### config.mk
export PLATFORM = sky130hd
export DESIGN_NAME = lane_sub_vec
export DESIGN_NICKNAME = d
export VERILOG_FILES = /design/src/rtl/lane_sub_pkg.sv /design/src/rtl/lane_sub_bounds.sv /design/src/rtl/lane_sub_slices.sv /design/src/rtl/lane_sub_vec.sv
export SDC_FILE = /design/constraint.sdc
export NUM_CORES = 1
export LEC_CHECK = 0
export CORE_MARGIN = 2
export CORE_UTILIZATION = 30
export DETAILED_ROUTE_END_ITERATION = 12
export GPL_TIMING_DRIVEN = 0
export PLACE_DENSITY = 0.69
export SLEW_MARGIN = 40
export SYNTH_ARGS = -nofsm -noshare
export SYNTH_HDL_FRONTEND = slang
export SYNTH_SLANG_ARGS = --single-unit
### constraint.sdc
create_clock -name clk -period 18.8 [get_ports clk]
set_input_delay 3.76 -clock clk [delete_from_list [all_inputs] [get_ports clk]]
set_output_delay 3.76 -clock clk [all_outputs]
set_load 0.005 [all_outputs]
### src/rtl/lane_sub_pkg.sv
package lane_sub_pkg;
   typedef enum logic [1:0] {
      ESZ_8  = 2'b00,
      ESZ_16 = 2'b01,
      ESZ_32 = 2'b10,
      ESZ_64 = 2'b11
   } elem_size_e;

   // number of slices spanned by one lane for a given size code
   function automatic int unsigned slices_per_lane(input elem_size_e esz);
      return 32'd1 << esz;
   endfunction
endpackage

### src/rtl/lane_sub_bounds.sv
// Marks the slices that begin a new lane for the selected element size.
module lane_sub_bounds
   import lane_sub_pkg::*;
#(
   parameter int NUM_SLICES = 16
) (
   input  elem_size_e              esz,
   output logic [NUM_SLICES-1:1]   lane_head
);
   localparam int IDX_W = $clog2(NUM_SLICES);

   if (NUM_SLICES < 8) begin : g_chk_slices
      $error("lane_sub_bounds: need at least 8 slices");
   end

   logic [IDX_W-1:0] span_mask;

   always_comb begin
      span_mask = IDX_W'(slices_per_lane(esz) - 1);
      for (int k = 1; k < NUM_SLICES; k++) begin
         lane_head[k] = ((IDX_W'(k) & span_mask) == '0);
      end
   end
endmodule

### src/rtl/lane_sub_slices.sv
// Sliced subtract path: a + ~b + 1, with the carry restarted at lane heads.
module lane_sub_slices #(
   parameter int SLICE_W    = 8,
   parameter int NUM_SLICES = 16,
   localparam int VEC_W     = SLICE_W * NUM_SLICES
) (
   input  logic [VEC_W-1:0]      minuend,
   input  logic [VEC_W-1:0]      subtrahend,
   input  logic [NUM_SLICES-1:1] lane_head,
   output logic [VEC_W-1:0]      diff
);
   logic [NUM_SLICES-2:0] carry;

   for (genvar k = 0; k < NUM_SLICES; k++) begin : g_slice
      logic               cin;
      logic [SLICE_W-1:0] a_s;
      logic [SLICE_W-1:0] nb_s;

      assign a_s  = minuend[k*SLICE_W +: SLICE_W];
      assign nb_s = ~subtrahend[k*SLICE_W +: SLICE_W];

      if (k == 0) begin : g_first
         assign cin = 1'b1;
      end else begin : g_inner
         assign cin = lane_head[k] ? 1'b1 : carry[k-1];
      end

      if (k == NUM_SLICES - 1) begin : g_last
         assign diff[k*SLICE_W +: SLICE_W] = a_s + nb_s + SLICE_W'(cin);
      end else begin : g_chain
         logic [SLICE_W:0] sum;
         assign sum = {1'b0, a_s} + {1'b0, nb_s} + {{SLICE_W{1'b0}}, cin};
         assign diff[k*SLICE_W +: SLICE_W] = sum[SLICE_W-1:0];
         assign carry[k] = sum[SLICE_W];
      end
   end
endmodule

### src/rtl/lane_sub_vec.sv
module lane_sub_vec
   import lane_sub_pkg::*;
#(
   parameter int VEC_W   = 128,
   parameter int SLICE_W = 8
) (
   input  logic             clk,
   input  logic             rst,
   input  logic             in_valid,
   input  logic [VEC_W-1:0] op_a,
   input  logic [VEC_W-1:0] op_b,
   input  logic [1:0]       elem_size,
   input  logic             quad_mode,
   output logic             out_valid,
   output logic [VEC_W-1:0] result
);
   localparam int NUM_SLICES = VEC_W / SLICE_W;
   localparam int HALF_W     = VEC_W / 2;
   localparam int MAX_LANE_W = SLICE_W * 8;

   if (SLICE_W < 1 || (VEC_W % (2 * MAX_LANE_W)) != 0) begin : g_chk_geom
      $error("lane_sub_vec: VEC_W must be a multiple of 16*SLICE_W");
   end

   elem_size_e              esz;
   logic [NUM_SLICES-1:1]   lane_head;
   logic [VEC_W-1:0]        diff_raw;
   logic [VEC_W-1:0]        diff_mode;

   assign esz = elem_size_e'(elem_size);

   lane_sub_bounds #(.NUM_SLICES(NUM_SLICES)) bounds_i (
      .esz       (esz),
      .lane_head (lane_head)
   );

   lane_sub_slices #(.SLICE_W(SLICE_W), .NUM_SLICES(NUM_SLICES)) slices_i (
      .minuend    (op_a),
      .subtrahend (op_b),
      .lane_head  (lane_head),
      .diff       (diff_raw)
   );

   // half mode keeps only the low half of the vector
   assign diff_mode = quad_mode ? diff_raw : {{HALF_W{1'b0}}, diff_raw[HALF_W-1:0]};

   always_ff @(posedge clk) begin
      if (rst) begin
         out_valid <= 1'b0;
         result    <= '0;
      end else begin
         out_valid <= in_valid;
         if (in_valid) result <= diff_mode;
      end
   end

   // a sampled valid produces a valid result next cycle
   p_valid_next_r6: assert property (@(posedge clk) disable iff (rst)
      in_valid |=> out_valid);

   // idle cycles give no valid and a held result
   p_idle_hold_r7: assert property (@(posedge clk) disable iff (rst)
      !in_valid |=> (!out_valid && $stable(result)));

   // half mode leaves the upper half at zero
   p_half_upper_zero_r5: assert property (@(posedge clk) disable iff (rst)
      (in_valid && !quad_mode) |=> (result[VEC_W-1:HALF_W] == '0));

   // lowest 8-bit lane is an isolated wrapping difference
   p_low_byte_lane_r1: assert property (@(posedge clk) disable iff (rst)
      (in_valid && elem_size == 2'b00) |=>
      (result[SLICE_W-1:0] == SLICE_W'($past(op_a[SLICE_W-1:0]) - $past(op_b[SLICE_W-1:0]))));

   // topmost widest lane in full mode spans the full lane width
   p_top_wide_lane_r2: assert property (@(posedge clk) disable iff (rst)
      (in_valid && quad_mode && elem_size == 2'b11) |=>
      (result[VEC_W-1 -: MAX_LANE_W] ==
       MAX_LANE_W'($past(op_a[VEC_W-1 -: MAX_LANE_W]) - $past(op_b[VEC_W-1 -: MAX_LANE_W]))));

   // reset clears the output register
   p_reset_clear_r8: assert property (@(posedge clk)
      rst |=> (!out_valid && result == '0));
endmodule

---- Word level (Yosys, flattened, before mapping) ----
Cells that the tools add are included.
word-level totals
  bits in registers ....................... 129
operators by class
  add/subtract/negate cells ............... 33
  shift operators ......................... 1
  multiplexer cells ....................... 16
  bitwise gates (word level) .............. 16
  reductions and logical operators ........ 15
operators by type and width
  kind                                               count
  adder 8 x 8 -> 9 bit                               15
  2-to-1 mux 128 bit                                 1
  NOT 8 bit                                          16
  adder 9 x 1 -> 9 bit                               14
  logical NOT 4 bit                                  15
  2-to-1 mux 1 bit                                   15
  adder 9 x 1 -> 9 bit (second input constant)       1
  adder 8 x 1 -> 8 bit                               1
  adder 8 bit                                        1
  left shift 1 x 2 -> 4 bit (first input constant)   1
  subtractor 4 x 1 -> 4 bit (second input constant)  1

---- Logic depth before layout (Yosys ltp) ----
Gate-level depths: netlist of the first run.
  depth after elaboration ................. 34
  gate-level depth with buffers ........... 58
  mapped depth without buffers ............ 58

---- By module ----
Synthesis of the first run repeated with hierarchy kept, for this count alone.
second synthesis, totals
  cells, all modules ...................... 1394
  area total of the unflattened synthesis .. 11041.8 µm²
by module, submodules not included
  module           times used  cells an instance  area an instance (µm²)  seq. area each (µm²)
  lane_sub_slices  1           886                6185.9                  0.0
  lane_sub_vec     1           492                4762.1                  2582.5
  lane_sub_bounds  1           16                 93.8                    0.0

---- Worst setup path before layout of the first run ----
Ideal clock, no wire load.
  path kind ............................... input to register
  from .................................... input port op_a[64]
  to ...................................... register result[126]
  setup time .............................. 128 ps
  data arrival time ....................... 14439 ps
  slack ................................... 4233 ps
  stages on the path ...................... 51
  cells stage by stage .................... inv_1 ha_1 inv_1 fa_1 a21oi_1 o21ai_0 o21ai_0 a21oi_1 fa_1 fa_1 a21oi_1 o21ai_0 o21ai_0 a21oi_1 fa_1 fa_1 a21oi_1 o21ai_0 (+15 left out) fa_1 a21oi_1 o21ai_0 o21ai_0 a21oi_1 fa_1 fa_1 a21oi_1 o21ai_0 o21ai_0 a21oi_1 fa_1 fa_1 a21oi_1 o21ai_0 a21oi_1 xor2_1 o21ai_0
between the ends
  longest elaborated chain between the ends .. 17
RTL lines
  element               RTL line               source
  start, declared       lane_sub_vec.sv:10     input logic [VEC_W-1:0] op_a,
  adder 8 x 8 -> 9 bit  lane_sub_slices.sv:32  assign sum = {1'b0, a_s} + {1'b0, nb_s} + {{SLICE_W{1'b0}}, cin};
  adder 9 x 1 -> 9 bit  lane_sub_slices.sv:32
  2-to-1 mux 1 bit      lane_sub_slices.sv:25  assign cin = lane_head[k] ? 1'b1 : carry[k-1];
  adder 9 x 1 -> 9 bit  lane_sub_slices.sv:32
  2-to-1 mux 1 bit      lane_sub_slices.sv:25
  adder 9 x 1 -> 9 bit  lane_sub_slices.sv:32
  2-to-1 mux 1 bit      lane_sub_slices.sv:25
  adder 9 x 1 -> 9 bit  lane_sub_slices.sv:32
  2-to-1 mux 1 bit      lane_sub_slices.sv:25
  adder 9 x 1 -> 9 bit  lane_sub_slices.sv:32
  2-to-1 mux 1 bit      lane_sub_slices.sv:25
  adder 9 x 1 -> 9 bit  lane_sub_slices.sv:32
  2-to-1 mux 1 bit      lane_sub_slices.sv:25
  adder 9 x 1 -> 9 bit  lane_sub_slices.sv:32
  2-to-1 mux 1 bit      lane_sub_slices.sv:25
  adder 8 x 1 -> 8 bit  lane_sub_slices.sv:29  assign diff[k*SLICE_W +: SLICE_W] = a_s + nb_s + SLICE_W'(cin);
  2-to-1 mux 128 bit    lane_sub_vec.sv:45     assign diff_mode = quad_mode ? diff_raw : {{HALF_W{1'b0}}, diff_raw[HALF_W-1:0]};
  end signal, assigned  lane_sub_vec.sv:53     if (in_valid) result <= diff_mode;
  end, declared         lane_sub_vec.sv:15     output logic [VEC_W-1:0] result
Every way passes these cells.
A chain may end at the register's enable or synchronous reset.

---- Final worst setup path of the first run ----
  from .................................... input port op_a[0]
  to ...................................... register result[62]
between the ends
  longest elaborated chain between the ends .. 17
RTL lines
  element               RTL line
  adder 8 x 8 -> 9 bit  lane_sub_slices.sv:32
  adder 9 x 1 -> 9 bit  lane_sub_slices.sv:32
  2-to-1 mux 1 bit      lane_sub_slices.sv:25
  adder 9 x 1 -> 9 bit  lane_sub_slices.sv:32
  2-to-1 mux 1 bit      lane_sub_slices.sv:25
  adder 9 x 1 -> 9 bit  lane_sub_slices.sv:32
  2-to-1 mux 1 bit      lane_sub_slices.sv:25
  adder 9 x 1 -> 9 bit  lane_sub_slices.sv:32
  2-to-1 mux 1 bit      lane_sub_slices.sv:25
  adder 9 x 1 -> 9 bit  lane_sub_slices.sv:32
  2-to-1 mux 1 bit      lane_sub_slices.sv:25
  adder 9 x 1 -> 9 bit  lane_sub_slices.sv:32
  2-to-1 mux 1 bit      lane_sub_slices.sv:25
  adder 9 x 1 -> 9 bit  lane_sub_slices.sv:32
  2-to-1 mux 1 bit      lane_sub_slices.sv:25
  adder 9 x 1 -> 9 bit  lane_sub_slices.sv:32
  2-to-1 mux 128 bit    lane_sub_vec.sv:45
Every way passes these cells.

==> results of run 1 <==
synthesized netlist by cell type (all sizes together) (8+ instances only):
cell      n
ha      112
or4b     10
nand4    11
a21o      8
mux2i    31
o311ai   19
a211oi   30
xor2     25
nor3      9
clkbuf   20
xnor2    24
inv     183
dfxtp   129
nor2     98
o21ai   114
o31a     16
nand2    72
o21a     17
a31oi    12
nand2b   37
nand3    18
a21oi    95
buf      24
nor2b    36
nand4b    8
fa       30
logic make-up (layout without fill, tap and decap cells):
group	after synthesis	in the layout	share of synthesized area, %
multiplexers	31	31	3.05
buffers and inverters	227	646	8.63
AO/OA/AOI/OAI	360	360	22.3
adder cells (fa/ha/maj)	142	142	19.7
flip-flops	129	129	25.4
AND/OR/NAND/NOR	334	334	16.8
XOR/XNOR	49	49	4.21
critical path: cells and delay by family:
family | cells | cell delay (ns)
adder cells (fa/ha/maj) | 16 | 6.49
AO/OA/AOI/OAI | 28 | 4.25
AND/OR/NAND/NOR | 11 | 1.68
buffers and inverters | 3 | 0.59
placed cells by master, fill, tap and decap left out, drive strengths merged, types with 5 or more instances in the layout:
cell           count
a211oi            30
dfxtp            129
nor2              98
clkinv             5
and3               5
clkdlybuf4s50    387
bufinv             5
buf               24
nor2b             36
o311ai            19
nand4b             8
nand2             72
inv              184
a21o               8
o21ai            114
or2                7
o31a              16
mux2i             31
nor3               9
a32oi              7
o21a              17
o32a               5
or4                7
a31oi             12
clkbuf            40
xnor2             24
o22ai              7
nand2b            37
ha               112
xor2              25
o211ai             6
a2111oi            7
or4b              10
a21oi             95
nor4               5
nand4             11
nand3             18
fa                30
flip-flops by register name, summed over array words and instances, names as in the netlist:
register   cells
out_valid      1
result       128
routing by layer:
| metal | wire, microns | vias to the layer above | part of all wire [%] | GRT usage [%] |
|---|---|---|---|---|
| met3 | 3530 | 86 | 8.9 | 7.17 |
| met4 | 1400 | 0 | 3.5 | 8.57 |
| met1 | 16000 | 4977 | 40 | 24.3 |
| met5 | 0 | - | 0 | 0 |
| met2 | 18800 | 436 | 47 | 38.8 |
| li1 | - | 5246 | - | - |
cell type report:
class / count / share of cell area, %
Timing Repair Buffer: 387 / 25.4
Sequential cell: 129 / 16.9
Inverter: 183 / 4.50
Clock inverter: 12 / 1.35
Multi-Input combinational cell: 916 / 44.0
Buffer: 44 / 1.28
Tap cell: 448 / 3.67
Clock buffer: 20 / 2.92
worst max path at each step:
stage | start | slack (ns) | cells after the start | end
global placement | elem_size[1] | 1.94 | 54 | result[62]
finish | op_a[0] | 2.38 | 58 | result[62]
CTS | op_a[0] | 2.48 | 58 | result[62]
floorplan | op_a[64] | 4.23 | 51 | result[126]
detailed placement | op_a[0] | 2.01 | 58 | result[62]
global route | op_a[64] | 1.42 | 52 | result[126]
report_power, final:
part | internal (mW) | switching (mW) | total [mW] | leakage [nW]
Sequential | 0.298 | 0.0132 | 0.311 | 1.06
Combinational | 0.183 | 0.166 | 0.349 | 5.08
Clock | 0.240 | 0.138 | 0.378 | 0.315
per-stage QoR:
stage / cells / util [%] / setup slack, ns / hold slack [ns] / area, sq um
finish: 2139 / 45.7 / 2.38 / 0.452 / 15300
CTS: 2139 / 45.7 / 2.48 / 0.458 / 15300
detailed placement: 2107 / 43.7 / 2.01 / 0.444 / 14600
floorplan: 1272 / - / 4.23 / 0.442 / 10200
global placement: 2107 / 43.7 / 1.94 / 0.436 / 14600
global route: 2139 / 45.7 / 1.42 / 0.480 / 15300
==> flow_metrics.env, run 1 <==
export IMPL_coreArea_sq_um=33400
export IMPL_worstMarginPinSlew_ns=0.674
export IMPL_cts_resized=0
export IMPL_avgSynthCellArea_sq_um=8.01
export IMPL_crit_path_end_kind="flip-flop"
export IMPL_criticalPathCategory="input port to flip-flop"
export IMPL_grt_pass1_wl_microns=59700
export IMPL_r2r_start="result[53]"
export IMPL_gr_total_overflow=0
export IMPL_min_from="result[63]"
export IMPL_syn_inst=1272
export IMPL_dp_hpwl_microns=32000
export IMPL_yosysWarnings=0
export IMPL_holdBufCountCts=0
export IMPL_postRouteAntennaNets=0
export IMPL_die_y_microns=188
export IMPL_die_area_sq_um=35400
export IMPL_synthFlopType="dfxtp_1"
export IMPL_port_buffers=387
export IMPL_finalSetupViolCount=0
export IMPL_yosysSeqAreaShare_pct=25.4
export IMPL_first_global_vias=10900
export IMPL_drt_initial_drc_count=511
export IMPL_rows=67
export IMPL_synth_seq_cells=129
export IMPL_crit_required_ns=19.13
export IMPL_drv_slew=0
export IMPL_rrSetupSlack_ns=17.89
export IMPL_worstSkewPairLatency_ns=0.43
export IMPL_antenna_found_initial=0
export IMPL_hold_viol_final=0
export IMPL_vdd_drop_max_mv=0.0606
export IMPL_clock_skew_ns=0
export IMPL_min_period_ns=16.42
export IMPL_h_tree_depth=4
export IMPL_slew_headroom_pct=55.0
export IMPL_hold_class="flip-flop to flip-flop"
export IMPL_crit_slowest_cell="fa_1"
export IMPL_hold_end="result[63]"
export IMPL_synth_area_sq_um=10200
export IMPL_path_max_fanout=3
export IMPL_worst_r2r_endpoint="result[53]"
export IMPL_drcViolationCount=0
export IMPL_clockRootBuffer="clkbuf_16"
export IMPL_clock_sinks=129
export IMPL_rsz0062_at_grt="false"
export IMPL_drtPass1Iterations=5
export IMPL_synth_edff_count=0
export IMPL_grt_max_degree=17
export IMPL_reg2reg_depth=3
export IMPL_synthTopCellsByArea="dfxtp_1 (25%), ha_1 (14%), inv_1 (6.7%)"
export IMPL_n_antenna_cell=0
export IMPL_gp_congestion=0.914
export IMPL_path_clk_slew_ns=0.06
export IMPL_setup_tns_ns=0
export IMPL_regArea_sq_um=2580
export IMPL_multi_input_area_sq_um=6730
export IMPL_netlist_area_leader_share_pct=25.4
export IMPL_cts_tree="built"
export IMPL_status="finished clean"
export IMPL_die_w_microns=188
export IMPL_power_mw=1.04
export IMPL_initial_utilization_pct=30.5
export IMPL_viasPerCell=5.02
export IMPL_yosys_cell_types_count=57
export IMPL_synth_largest_area_cell="dfxtp_1"
export IMPL_post_cts_setup_buffer_count=0
export IMPL_n_fill_cell=3241
export IMPL_whs_path_depth=2
export IMPL_p_per_area_nw_per_um2=67.9
export IMPL_cp_common_cell="fa_1"
export IMPL_period_share_pct=87.3
export IMPL_crit_path_max_incr_delay_ns=0.47
export IMPL_area_growth_pct=50.0
export IMPL_wire_per_inst_microns=18.6
export IMPL_final_layout_size_suffix_gt1_share_pct=3.90
export IMPL_cap_violations=0
export IMPL_synth_net_count=1676
export IMPL_crit_arrival_ns=16.75
export IMPL_ioPinCount=391
export IMPL_grt_use_total_pct=21.9
export IMPL_cts_made_buffers=17
export IMPL_nets=2082
export IMPL_async_flop_share_pct=0
export IMPL_clock_fmax_mhz=60.9
export IMPL_detail_route_wirelength_microns=39700
export IMPL_start_kind="input port"
export IMPL_cts_path_max_buffers=2
export IMPL_leakagePower_nw=6.45
export IMPL_routed_via_count=10700
No activity file was read; power rests on OpenSTA's default activity.
==> run 2: changes to the inputs <==
- CORE_UTILIZATION: 30 -> 37
- GPL_ROUTABILITY_DRIVEN: default -> 0
- PLACE_DENSITY: 0.69 -> default
- PLACE_DENSITY_LB_ADDON: default -> 0.25
==> run 2 against run 1 <==
Against the previous run: fmax rose by 0.47%; sequential power hardly changed; setup slack better by 0.077 ns; sequential share of layout area is 0.22 points higher; final cell count down 4.9%; critical path depth fell by 3; highest routed layer unchanged.
==> flow_metrics.env, run 2 (synthesized netlist as in run 1, its figures left out) <==
export IMPL_initial_utilization_pct=37.7
export IMPL_holdBufCountCts=0
export IMPL_place_ws_ns=2.17
export IMPL_clock_fmax_mhz=61.2
export IMPL_final_common_cell="clkdlybuf4s50_1"
export IMPL_gr_total_overflow=0
export IMPL_die_y_microns=170
export IMPL_hold_class="flip-flop to flip-flop"
export IMPL_largest_reg_flops=128
export IMPL_die_area_sq_um=28900
export IMPL_slew_headroom_pct=46.4
export IMPL_grt_use_total_pct=25.0
export IMPL_rrSetupSlack_ns=17.89
export IMPL_postRouteAntennaNets=0
export IMPL_grt_pass1_wl_microns=56000
export IMPL_path_clk_slew_ns=0.06
export IMPL_rows=60
export IMPL_whs_ns=0.454
export IMPL_setup_tns_ns=0
export IMPL_fin_util_pct=55.8
export IMPL_power_uw=989
export IMPL_layout_setup_ws_ns=2.46
export IMPL_drt_initial_drc_count=405
export IMPL_sw_frac_of_total_pct=31.5
export IMPL_min_from="result[22]"
export IMPL_path_max_fanout=10
export IMPL_worst_r2r_endpoint="result[21]"
export IMPL_crit_required_ns=19.09
export IMPL_regMostFlops="result"
export IMPL_ioPinCount=391
export IMPL_leakagePower_nw=6.42
export IMPL_drv_slew=0
export IMPL_h_tree_depth=4
export IMPL_pwr_share_seq_pct=31.3
export IMPL_status="finished clean"
export IMPL_p_per_area_nw_per_um2=65.6
export IMPL_clock_skew_ns=0
export IMPL_pwr_share_clk_pct=33.9
export IMPL_rsz0062_at_grt="false"
export IMPL_drtPass1Iterations=4
export IMPL_switching_power_uw=311
export IMPL_worstSkewPairLatency_ns=0.41
export IMPL_cp_common_cell="fa_1"
export IMPL_drcViolationCount=0
export IMPL_crit_path_max_incr_delay_ns=0.80
export IMPL_reg_top3="result: 128 flops, out_valid: 1 flops"
export IMPL_final_layout_size_suffix_gt1_share_pct=3.90
export IMPL_dp_hpwl_microns=30000
export IMPL_crit_arrival_ns=16.63
export IMPL_post_cts_setup_buffer_count=0
export IMPL_cts_made_buffers=17
export IMPL_start_kind="input port"
export IMPL_worstMarginPinSlew_ns=0.783
export IMPL_nets=2082
export IMPL_min_period_ns=16.34
export IMPL_coreArea_sq_um=27000
export IMPL_vdd_drop_max_mv=0.0454
export IMPL_grt_max_degree=17
export IMPL_routed_via_count=10600
export IMPL_cts_resized=0
export IMPL_criticalPathCategory="input port to flip-flop"
export IMPL_hold_end="result[22]"
export IMPL_antenna_found_initial=3
export IMPL_viasPerCell=5.23
export IMPL_layout_cells_most_common_list="clkdlybuf4s50_1 (387), inv_1 (182), dfxtp_1 (129), ha_1 (112), o21ai_0 (108)"
export IMPL_n_fill_cell=2515
export IMPL_clockRootBuffer="clkbuf_16"
export IMPL_internal_power_uw=678
export IMPL_hold_viol_final=0
export IMPL_r2r_start="result[21]"
export IMPL_period_share_pct=86.9
export IMPL_die_w_microns=170
export IMPL_p_comb_share_pct=34.8
export IMPL_wire_per_inst_microns=18.2
export IMPL_crit_path_end_kind="flip-flop"
export IMPL_cts_tree="built"
export IMPL_clock_sinks=129
export IMPL_finalSetupViolCount=0
export IMPL_cts_path_max_buffers=2
export IMPL_reg2reg_depth=3
export IMPL_whs_path_depth=2
export IMPL_crit_slowest_cell="clkdlybuf4s50_1"
export IMPL_detail_route_wirelength_microns=37100
export IMPL_cap_violations=0
export IMPL_first_global_vias=10500
export IMPL_port_buffers=387
export IMPL_area_growth_pct=48.0
[run 2: cell types whose count changed in the layout (fill, tap and decap cells not counted)]
| cell | previous run | this run |
|---|---|---|
| bufinv_16 | 5 | 2 |
| inv_6 | 1 | 4 |
| clkinv_2 | 1 | 2 |
| diode_2 | 0 | 3 |
| clkinvlp_4 | 1 | 2 |
| clkbuf_8 | 1 | 0 |
| clkbuf_2 | 2 | 1 |
[run 2: per-layer routing]
layer	track usage (%)	vias to the layer above	wire length (microns)
met3	6.23	51	2860
met1	28.9	4954	15300
li1	-	5266	-
met2	44.7	369	18000
met4	8.58	0	1020
met5	0	-	0
[run 2: through the flow]
stage	instances	area [sq um]
6_report	2035	15100
5_1_grt	2035	15100
4_1_cts	2032	15100
3_5_place_dp	2000	14500
3_3_place_gp	2000	14500
2_1_floorplan	1272	10200
[run 2: how the worst max path moves through the flow]
stage | from | end | slack, ns
2_1_floorplan | op_a[64] | result[126] | 4.23
5_1_grt | op_a[0] | result[62] | 1.56
4_1_cts | elem_size[1] | result[127] | 2.56
6_report | elem_size[1] | result[62] | 2.46
3_3_place_gp | elem_size[1] | result[62] | 2.13
3_5_place_dp | elem_size[1] | result[62] | 2.17
[run 2: power by group through the flow]
stage	logic [mW]	clock network, mW	registers, mW
after floorplan	0.178	0	0.317
after global placement	0.338	0	0.315
after detailed placement	0.343	0	0.316
after CTS	0.345	0.342	0.310
after global routing	0.379	0.353	0.313
final	0.344	0.335	0.310
[run 2: cell type report]
cell class                 instances  area (sq um)  share of cell area, %
antenna                            3          7.51                 0.0498
multi-input combinational        916          6730                   44.6
buffer                            44           194                   1.29
timing repair buffer             387          3870                   25.7
sequential                       129          2580                   17.1
clock inverter                    14           155                   1.03
inverter                         183           687                   4.55
clock buffer                      18           429                   2.85
tap                              341           427                   2.83
[run 2: worst max-delay path, delay by kind of cell]
kind	cells	cell delay, ns
buffers and inverters	3	1.22
AOI/OAI and AO/OA	27	6.70
and+or+nand+nor	11	1.09
adders and majority gates	14	3.83
==> run 3: changes to the inputs <==
- REMOVE_ABC_BUFFERS: default -> 1
==> run 3 against run 2 <==
Against the previous run: critical path depth decreased by 3; setup slack got worse by 0.0064 ns; clock power increased by 8.4%; non-clock buffer count decreased by 36; highest routed layer unchanged; sequential power about the same; critical endpoint is now result[126]; sequential share of layout area about the same; sequential cell count unchanged; worst hold slack got worse by 0.0074 ns; cell area increased by 0.16%.
==> flow_metrics.env, run 3 (synthesized netlist as in run 1, its figures left out) <==
export IMPL_crit_arrival_ns=16.64
export IMPL_nets=2046
export IMPL_grt_max_degree=90
export IMPL_setup_tns_ns=0
export IMPL_reg_top3="result: 128 flops, out_valid: 1 flops"
export IMPL_cts_made_buffers=17
export IMPL_coreArea_sq_um=27000
export IMPL_slew_headroom_pct=54.2
export IMPL_finalNonFillerCells=1999
export IMPL_crit_path_end_kind="flip-flop"
export IMPL_port_buffers=390
export IMPL_worstMarginPinSlew_ns=0.687
export IMPL_critical_path_buf_inv_count=3
export IMPL_period_share_pct=87.0
export IMPL_final_common_cell="clkdlybuf4s50_1"
export IMPL_h_tree_depth=4
export IMPL_cts_resized=0
export IMPL_initial_utilization_pct=37.7
export IMPL_rsz0062_at_grt="false"
export IMPL_grt_use_total_pct=22.7
export IMPL_viasPerCell=5.14
export IMPL_largest_reg_flops=128
export IMPL_drcViolationCount=0
export IMPL_status="finished clean"
export IMPL_clock_sinks=129
export IMPL_drv_slew=0
export IMPL_cpLargestDelayFamily="adder cells"
export IMPL_p_per_area_nw_per_um2=66.6
export IMPL_routed_via_count=10300
export IMPL_postRouteAntennaNets=0
export IMPL_wire_per_inst_microns=16.5
export IMPL_die_y_microns=170
export IMPL_hold_class="flip-flop to flip-flop"
export IMPL_die_w_microns=170
export IMPL_vdd_drop_max_mv=0.0387
export IMPL_grt_pass1_wl_microns=51800
export IMPL_dp_cells=1964
export IMPL_crit_path_max_incr_delay_ns=0.46
export IMPL_first_global_vias=10200
export IMPL_ioPinCount=391
export IMPL_post_cts_setup_buffer_count=0
export IMPL_crit_slowest_cell="fa_1"
export IMPL_cts_path_max_buffers=2
export IMPL_hold_viol_final=0
export IMPL_drtPass1Iterations=5
export IMPL_path_clk_slew_ns=0.07
export IMPL_clock_fmax_mhz=61.2
export IMPL_clockRootBuffer="clkbuf_16"
export IMPL_n_fill_cell=2501
export IMPL_leakagePower_nw=6.40
export IMPL_drt_initial_drc_count=500
export IMPL_area_growth_pct=48.3
export IMPL_die_area_sq_um=28900
export IMPL_criticalPathCategory="input port to flip-flop"
export IMPL_start_kind="input port"
export IMPL_finalSetupViolCount=0
export IMPL_detail_route_wirelength_microns=33100
export IMPL_rows=60
export IMPL_cap_violations=0
export IMPL_holdBufCountCts=0
export IMPL_clock_skew_ns=0
export IMPL_antenna_found_initial=3
export IMPL_min_period_ns=16.35
export IMPL_path_max_fanout=3
export IMPL_worstSkewPairLatency_ns=0.42
export IMPL_regMostFlops="result"
export IMPL_layout_cells_most_common_list="clkdlybuf4s50_1 (387), inv_1 (182), dfxtp_1 (129), ha_1 (112), o21ai_0 (108)"
export IMPL_final_layout_size_suffix_gt1_share_pct=3.44
export IMPL_dp_hpwl_microns=25900
export IMPL_gr_total_overflow=0
export IMPL_crit_required_ns=19.09
export IMPL_cts_tree="built"
[run 3: changes by cell type in the layout (fill, tap and decap cells not counted), moves of 2 or more]
cell      delta
clkbuf_1    -20
buf_2       -18
buf_1        -4
buf_16       +4
buf_8        +3
inv_8        +3
clkinv_2     -2
nor2_1       -2
nor2_4       +2
[run 3: layout make-up]
cell class / instances / area (sq um) / area share, %
antenna: 3 / 7.51 / 0.0497
clock buffer: 17 / 425 / 2.82
clock inverter: 15 / 200 / 1.33
inverter: 183 / 687 / 4.55
multi-input combinational: 916 / 6740 / 44.6
sequential: 129 / 2580 / 17.1
tap: 341 / 427 / 2.82
timing repair buffer: 395 / 4030 / 26.7
[run 3: report_power, final]
group          leakage [nW]  total (mW)  internal [mW]  switching [mW]
Clock                 0.301       0.363          0.214           0.149
Sequential             1.06       0.309          0.297          0.0120
Combinational          5.04       0.334          0.183           0.152
[run 3: per-layer routing]
metal  wire, microns  global-route usage (%)
met1           13800                    27.3
met5               0                       0
met3            2370                    5.84
met4            1340                    10.4
met2           15600                    38.2
[run 3: path summary, 6_finish.rpt]
kind	start	end	slack (ns)	cells past startpoint
worst min register to register	result[63]	result[63]	0.45	2
worst min-delay path	result[63]	result[63]	0.45	2
worst max-delay path	op_a[64]	result[126]	2.45	52
worst max register to register	result[53]	result[53]	17.88	3
[run 3: tightest hold or removal path: stages (launching register included)]
cell and delay (ns):
dfxtp_1 0.31, nand2_1 0.05, o21ai_1 0.05
[run 3: metrics by stage]
stage	cell area [sq um]	setup WS (ns)	util, %	total power [mW]	hold WS, ns
global route	15100	1.31	55.9	1.07	0.469
floorplan	9990	4.23	-	0.486	0.442
CTS	15100	2.50	55.9	1.02	0.448
global placement	14300	1.75	53.0	0.644	0.432
finish	15100	2.45	55.9	1.01	0.447
detailed placement	14500	2.08	53.5	0.649	0.439
